$ cat src/rtl/xcvr_pkg.sv
// Shared types for the bidirectional storage transceiver.
package xcvr_pkg;

    // Action a storage stage takes in a given system clock cycle.
    typedef enum logic [1:0] {
        ACT_HOLD = 2'd0,
        ACT_PASS = 2'd1,
        ACT_LOAD = 2'd2
    } store_act_e;

    // Pass mode wins over a detected strobe edge; otherwise an edge loads.
    function automatic store_act_e pick_act(input logic le, input logic rise_hit);
        if (le)
            return ACT_PASS;
        if (rise_hit)
            return ACT_LOAD;
        return ACT_HOLD;
    endfunction

endpackage

$ cat src/rtl/strobe_sync.sv
// Brings an asynchronous strobe into the system clock domain and flags
// its rising edges as one-cycle pulses.
// Assumes STAGES >= 2 and that the strobe stays high or low for longer
// than a system clock period, so no edge is lost.
module strobe_sync #(
    parameter int STAGES = 2
) (
    input  logic clk,
    input  logic rst_n,
    input  logic strobe_i,
    output logic rise_o
);
    logic [STAGES-1:0] chain;
    logic              last;

    // Shift the strobe through the synchronizer and keep the previous output.
    always_ff @(posedge clk) begin
        if (!rst_n) begin
            chain <= '0;
            last  <= 1'b0;
        end else begin
            chain <= {chain[STAGES-2:0], strobe_i};
            last  <= chain[STAGES-1];
        end
    end

    // Rising edge: the synchronized level is high now and was low before.
    always_comb rise_o = chain[STAGES-1] & ~last;
endmodule

$ cat src/rtl/store_stage.sv
// One direction's storage word. It can pass its input each cycle, hold
// its word, or load the input when a rising strobe edge arrives.
// Assumes rise_i is a single-cycle pulse in the clk domain.
module store_stage
    import xcvr_pkg::*;
#(
    parameter int WIDTH = 18
) (
    input  logic             clk,
    input  logic             rst_n,
    input  logic             le_i,
    input  logic             rise_i,
    input  logic [WIDTH-1:0] d_i,
    output logic [WIDTH-1:0] q_o
);
    store_act_e act;

    // Work out this cycle's action from the enable and the edge pulse.
    always_comb act = pick_act(le_i, rise_i);

    // Update the stored word as the chosen action says.
    always_ff @(posedge clk) begin
        if (!rst_n) begin
            q_o <= '0;
        end else begin
            case (act)
                ACT_PASS: q_o <= d_i;
                ACT_LOAD: q_o <= d_i;
                default:  q_o <= q_o;
            endcase
        end
    end
endmodule

$ cat src/rtl/drive_gate.sv
// Replaces a tri-state output: produces a data word and a drive flag.
// The word reads as zero while the port is not driving.
// ACTIVE_HIGH sets the polarity of the enable input.
module drive_gate #(
    parameter int WIDTH       = 18,
    parameter bit ACTIVE_HIGH = 1'b1
) (
    input  logic             oe_i,
    input  logic [WIDTH-1:0] d_i,
    output logic [WIDTH-1:0] d_o,
    output logic             drv_o
);
    logic on;

    generate
        if (ACTIVE_HIGH) begin : g_hi
            // Enable is active high.
            always_comb on = oe_i;
        end else begin : g_lo
            // Enable is active low.
            always_comb on = ~oe_i;
        end
    endgenerate

    // Pass the word through only while the port is driving.
    always_comb begin
        drv_o = on;
        d_o   = on ? d_i : '0;
    end
endmodule

$ cat src/rtl/xcvr_path.sv
// One complete direction: strobe synchronizer, storage stage and output gate.
// Also brings out the edge pulse and the stored word so the checker can see them.
module xcvr_path #(
    parameter int WIDTH          = 18,
    parameter int SYNC_STAGES    = 2,
    parameter bit OE_ACTIVE_HIGH = 1'b1
) (
    input  logic             clk,
    input  logic             rst_n,
    input  logic [WIDTH-1:0] src_i,
    input  logic             le_i,
    input  logic             strobe_i,
    input  logic             oe_i,
    output logic [WIDTH-1:0] dst_o,
    output logic             drv_o,
    output logic             rise_o,
    output logic [WIDTH-1:0] word_o
);
    strobe_sync #(.STAGES(SYNC_STAGES)) u_sync (
        .clk      (clk),
        .rst_n    (rst_n),
        .strobe_i (strobe_i),
        .rise_o   (rise_o)
    );

    store_stage #(.WIDTH(WIDTH)) u_store (
        .clk    (clk),
        .rst_n  (rst_n),
        .le_i   (le_i),
        .rise_i (rise_o),
        .d_i    (src_i),
        .q_o    (word_o)
    );

    drive_gate #(.WIDTH(WIDTH), .ACTIVE_HIGH(OE_ACTIVE_HIGH)) u_gate (
        .oe_i  (oe_i),
        .d_i   (word_o),
        .d_o   (dst_o),
        .drv_o (drv_o)
    );
endmodule

$ cat src/rtl/bidir_store_xcvr.sv
// Two-port transceiver with an independent storage stage in each direction.
// A to B uses an active-high output enable; B to A uses an active-low one.
// Assumes both strobes are asynchronous and everything else is synchronous to clk.
module bidir_store_xcvr #(
    parameter int WIDTH       = 18,
    parameter int SYNC_STAGES = 2
) (
    input  logic             clk,
    input  logic             rst_n,
    input  logic [WIDTH-1:0] a_in,
    input  logic [WIDTH-1:0] b_in,
    input  logic             ab_le,
    input  logic             ab_strobe,
    input  logic             ab_oe,
    input  logic             ba_le,
    input  logic             ba_strobe,
    input  logic             ba_oe_n,
    output logic [WIDTH-1:0] b_out,
    output logic             b_drive,
    output logic [WIDTH-1:0] a_out,
    output logic             a_drive
);
    logic             ab_edge;
    logic             ba_edge;
    logic [WIDTH-1:0] ab_word;
    logic [WIDTH-1:0] ba_word;

    xcvr_path #(.WIDTH(WIDTH), .SYNC_STAGES(SYNC_STAGES), .OE_ACTIVE_HIGH(1'b1)) u_ab (
        .clk      (clk),
        .rst_n    (rst_n),
        .src_i    (a_in),
        .le_i     (ab_le),
        .strobe_i (ab_strobe),
        .oe_i     (ab_oe),
        .dst_o    (b_out),
        .drv_o    (b_drive),
        .rise_o   (ab_edge),
        .word_o   (ab_word)
    );

    xcvr_path #(.WIDTH(WIDTH), .SYNC_STAGES(SYNC_STAGES), .OE_ACTIVE_HIGH(1'b0)) u_ba (
        .clk      (clk),
        .rst_n    (rst_n),
        .src_i    (b_in),
        .le_i     (ba_le),
        .strobe_i (ba_strobe),
        .oe_i     (ba_oe_n),
        .dst_o    (a_out),
        .drv_o    (a_drive),
        .rise_o   (ba_edge),
        .word_o   (ba_word)
    );
endmodule

$ cat config.mk
export PLATFORM = sky130hd
export DESIGN_NAME = bidir_store_xcvr
export DESIGN_NICKNAME = d
export VERILOG_FILES = /design/src/rtl/xcvr_pkg.sv /design/src/rtl/strobe_sync.sv /design/src/rtl/store_stage.sv /design/src/rtl/drive_gate.sv /design/src/rtl/xcvr_path.sv /design/src/rtl/bidir_store_xcvr.sv
export SDC_FILE = /design/constraint.sdc
export NUM_CORES = 1
export LEC_CHECK = 0
export ABC_CLOCK_PERIOD_IN_PS = 1300
export BUFFER_PORTS_ARGS = -buffer_cell sky130_fd_sc_hd__buf_4
export CAP_MARGIN = 20
export CORE_MARGIN = 3
export CORE_UTILIZATION = 43
export DETAILED_ROUTE_END_ITERATION = 8
export PLACE_DENSITY = 0.73
export SLEW_MARGIN = 30
export SYNTH_ARGS = -nofsm -noshare
export SYNTH_HDL_FRONTEND = slang
export SYNTH_SLANG_ARGS = --single-unit
$ cat constraint.sdc
create_clock -name clk -period 1.3 [get_ports clk]
set_input_delay 0.325 -clock clk [delete_from_list [all_inputs] [get_ports clk]]
set_output_delay 0.325 -clock clk [all_outputs]
set_load 0.05 [all_outputs]
======== Word-level counts from Yosys, hierarchy flattened ========
Index checks and enable logic that the tools add are counted.
word-level totals
  word-level logic and storage cells ...... 33
  register bits ........................... 42
  output and inout bits ................... 38
  input bits .............................. 44
operators by class
  bitwise operators ....................... 5
  multiplexer cells ....................... 16
  reduce and logical (&&, ||, !) cells .... 2
  eq/ne operators ......................... 4
operators with widths
  operator            number
  $mux 18             2
  $mux 2              8
  $mux 1              6
  $eq 2x1->1 const B  2
  $eq 2x2->1 const B  2
  $reduce_or 2->1     2
  $not 1->1           3
  $and 1x1->1         2

======== Depth between registers and ports, before layout ========
  depth in word-level cells ............... 8
  mapped depth ............................ 5
  depth with buffers taken out ............ 3

======== Hierarchy ========
From an unflattened synthesis, not the netlist that was laid out.
second synthesis, totals
  cells, all modules ...................... 220
  area, all modules ....................... 2,009.4 µm²
by module, submodules not included
  module                     cells each  area each (µm²)  instances
  store_stage                83          770.7            2
  strobe_sync                7           92.6             2
  drive_gate at u_ab.u_gate  20          148.9            1
  drive_gate at u_ba.u_gate  20          133.9            1

======== Least setup slack after synthesis ========
Ideal clock, no wire load.
  path kind ............................... input to output
  from .................................... input ba_oe_n
  to ...................................... output a_out[0]
  required time ........................... 0.975 ns
  cell stages on the path ................. 2
  path slack .............................. -0.213 ns
  data arrival time ....................... 1.188 ns
  cells stage by stage .................... clkbuf_1 > nor2b_1
between the ends
  longest elaborated chain between the ends .. 1
RTL lines
  what         RTL line                source
  from (decl)  bidir_store_xcvr.sv:17  input logic ba_oe_n,
  $mux 18      drive_gate.sv:28        d_o = on ? d_i : '0;
  to (decl)    bidir_store_xcvr.sv:20  output logic [WIDTH-1:0] a_out,
No other way between the ends.

======== Worst setup path after layout ========
  from .................................... register u_ba.u_store.q_o[8]
  to ...................................... output a_out[8]
between the ends
  longest elaborated chain between the ends .. 1
RTL lines
  what                    RTL line           source
  from (decl)             store_stage.sv:14  output logic [WIDTH-1:0] q_o
  from (signal assigned)  store_stage.sv:27  ACT_PASS: q_o <= d_i;
  from (signal assigned)  store_stage.sv:28  ACT_LOAD: q_o <= d_i;
  from (signal assigned)  store_stage.sv:29  default: q_o <= q_o;
  $mux 18                 drive_gate.sv:28
No other way between the ends.

==> flow_summary.toml <==
[sta]
fin_ws_ns = 0.0410
period_share_pct = 96.8
setup_viol = 0
fin_crit_ns = 1.26
clock.fmax_mhz = 794
finClkSkew_ns = 0.00395
hold_viol_final = 0
report.final.slew_viol_count = 0
tightestPinTransition_ns = 0.260
relSlewSlack_pct = 82.7
worst_hold_slack_ns = 0.249

[logic_synthesis]
yosysSeqAreaShare_pct = 43.8
synth.distinct_cells = 13
synth_area_per_cell_um2 = 9.02
synth_top_cell_area_share_pct = 43.8
netlist_instances = 213
yosys-top-cells-count = "nand2_1 (72), dfxtp_1 (42), mux2i_1 (36)"
synth_area_leaders = "dfxtp_1 (44%), mux2i_1 (19%), nand2_1 (14%)"
yosysWarnings = 0
ys_ff_latch = 42
ys.flop_type = "dfxtp_1"
synth_most_common_cell = "nand2_1"
synth_edf_count = 0
async_reset_ff_share_pct = 0
synth.largest_area_cell = "dfxtp_1"
synth_nets = 257
synth_area_um2 = 1920

[status]
outcome = "finished, final reports clean"

[final_layout]
stdcell_count = 342
nets = 335
synthToLayoutAreaGrowth_pct = 40.8
fin_area_um2 = 2710
drive_gt1_share_pct = 35.6
n_antenna_cell = 0

[cts]
ctsHtreeMaxLevel = 2
clock_latency_ns = 0.28
cts_made_buffers = 5
cts_hold_buf = 0
cts_tree = "built"
cts.sinks = 42
clk_pin_slew_ns = 0.08
cts_buffer_depth = 2
clock_tree.root_cell = "clkbuf_8"

[global_route]
overflow = 0
grt_use_met2_pct = 25.9
antenna_found_initial = 0
grt_usage_pct = 15.0
top_usage_layer = "met2"
use_met1_pct = 18.2
grt_first_pass_wirelength_um = 6390
grtUsageMet3_pct = 4.68
first_global_vias = 1490
grt_max_degree = 24

[critical_path]
cp_num_buf_inv = 1
crit_required_ns = 0.98
max_stage_delay_ns = 0.32
crit_chain = "and2b_1 -> buf_4"
cp-start-kind = "register"
crit_type = "reg2out"
end_kind = "output pin"
critPathLaunch = "u_ba.u_store.q_o[8]$_SDFFE_PN0P_"
arrival_ns = 0.93
crit-reg2reg-launch = "u_ba.u_sync.last$_SDFF_PN0_"
critPathTopFamily = "flip-flops"
critPathMaxFanout = 2
critPathSlowestCell = "dfxtp_1"

[route]
drt-total-wl_um = 3910
dr.pass1.iters = 4
drc = 0
vias = 1546
drt-initial-drc-count = 58
viasPerCell = 4.52
post_drt_wl_per_cell_um = 11.4
final_antenna_net_count = 0

[worst_hold_path]
min_path_type = "in2reg"
holdCritStartpoint = "ab_strobe"

[die]
start_util_pct = 46.4
fp.dieH_um = 72.9
die_w_um = 72.9
io_pins = 82
core_area_um2 = 4140
die_area_um2 = 5310
num_rows = 23

[power]
p_leak_nw = 1.35
ir_worst_vdd_v = 0.000733
power.total_mw = 2.90
power_density_nw_per_um2 = 1070

[place]
io_buffers = 81
dp_hpwl_um = 2860
place_inst = 334
gp_congestion = 0.688
pre_cts_ws_ns = 0.0715
place_area_um2 = 2540

[run]
drv_cap = 0
-- stage by stage --
step / utilization, % / setup TNS (ns)
floorplan: - / -0.426
global placement: 61.3 / 0
detailed placement: 61.3 / 0
CTS: 63.8 / 0
global route: 65.3 / -0.0225
finish: 65.3 / 0
-- path summary, 6_finish.rpt --
| path | end | slack (ns) | cells after the start |
|---|---|---|---|
| max | a_out[8] | 0.04 | 2 |
| min | u_ab.u_sync.chain[0]$_SDFF_PN0_ | 0.25 | 2 |
| max reg2reg | u_ba.u_store.q_o[8]$_SDFFE_PN0P_ | 0.31 | 4 |
| min reg2reg | u_ba.u_sync.chain[1]$_SDFF_PN0_ | 0.44 | 1 |
-- logic make-up after synthesis --
group                  after synthesis  synth area share (%)
AO/OA/AOI/OAI                        2                 0.912
buffers and inverters               19                  7.94
flip-flops                          42                  43.8
multiplexers                        36                  18.8
AND/OR/NAND/NOR                    114                  28.6
-- cell type report --
cell class	instances	area [um^2]
inverter	3	11.3
sequential	42	846
fill	361	1440
multi-input combinational	152	948
tap	50	62.6
timing repair buffer	87	747
clock buffer	7	86.3
clock inverter	1	5.00
-- worst reg2reg max path, stage by stage, from the launching register on --
cell and delay (ns):
dfxtp_1 0.31, inv_1 0.04, a21oi_2 0.14, buf_4 0.24, mux2i_1 0.21
-- flip-flops by register name (all words and copies together), names as in the netlist --
name / cells
u_ab.u_sync.last: 1
u_ab.u_store.q_o: 18
u_ba.u_sync.last: 1
u_ab.u_sync.chain: 2
u_ba.u_sync.chain: 2
u_ba.u_store.q_o: 18
-- cells in the final DEF, fill, tap and decap left out, drive strengths merged --
cell type / instances
nor2b: 4
mux2i: 36
inv: 3
and2b: 14
nand2: 72
dfxtp: 42
buf: 87
clkinv: 1
clkbuf: 7
a21oi: 2
and2: 24
-- what timing repair did --
item / in CTS / in global routing
buffers inserted: 0 / 0
setup endpoints to repair: 2 / 14
gates resized for setup: 4 / 19
cloned: 0 / 0
-- layer usage --
layer	up-vias	share of wire (%)
li1	817	-
met1	690	43
met2	37	51
met3	2	5.6
met4	0	0.61
met5	-	0
-- power breakdown --
group	leakage [nW]	internal (mW)	switching (mW)
Sequential	0.349	1.37	0.0335
Clock	0.0482	0.428	0.405
Combinational	0.954	0.294	0.366
Total	1.35	2.09	0.805
No activity file was read; power rests on OpenSTA's default activity.
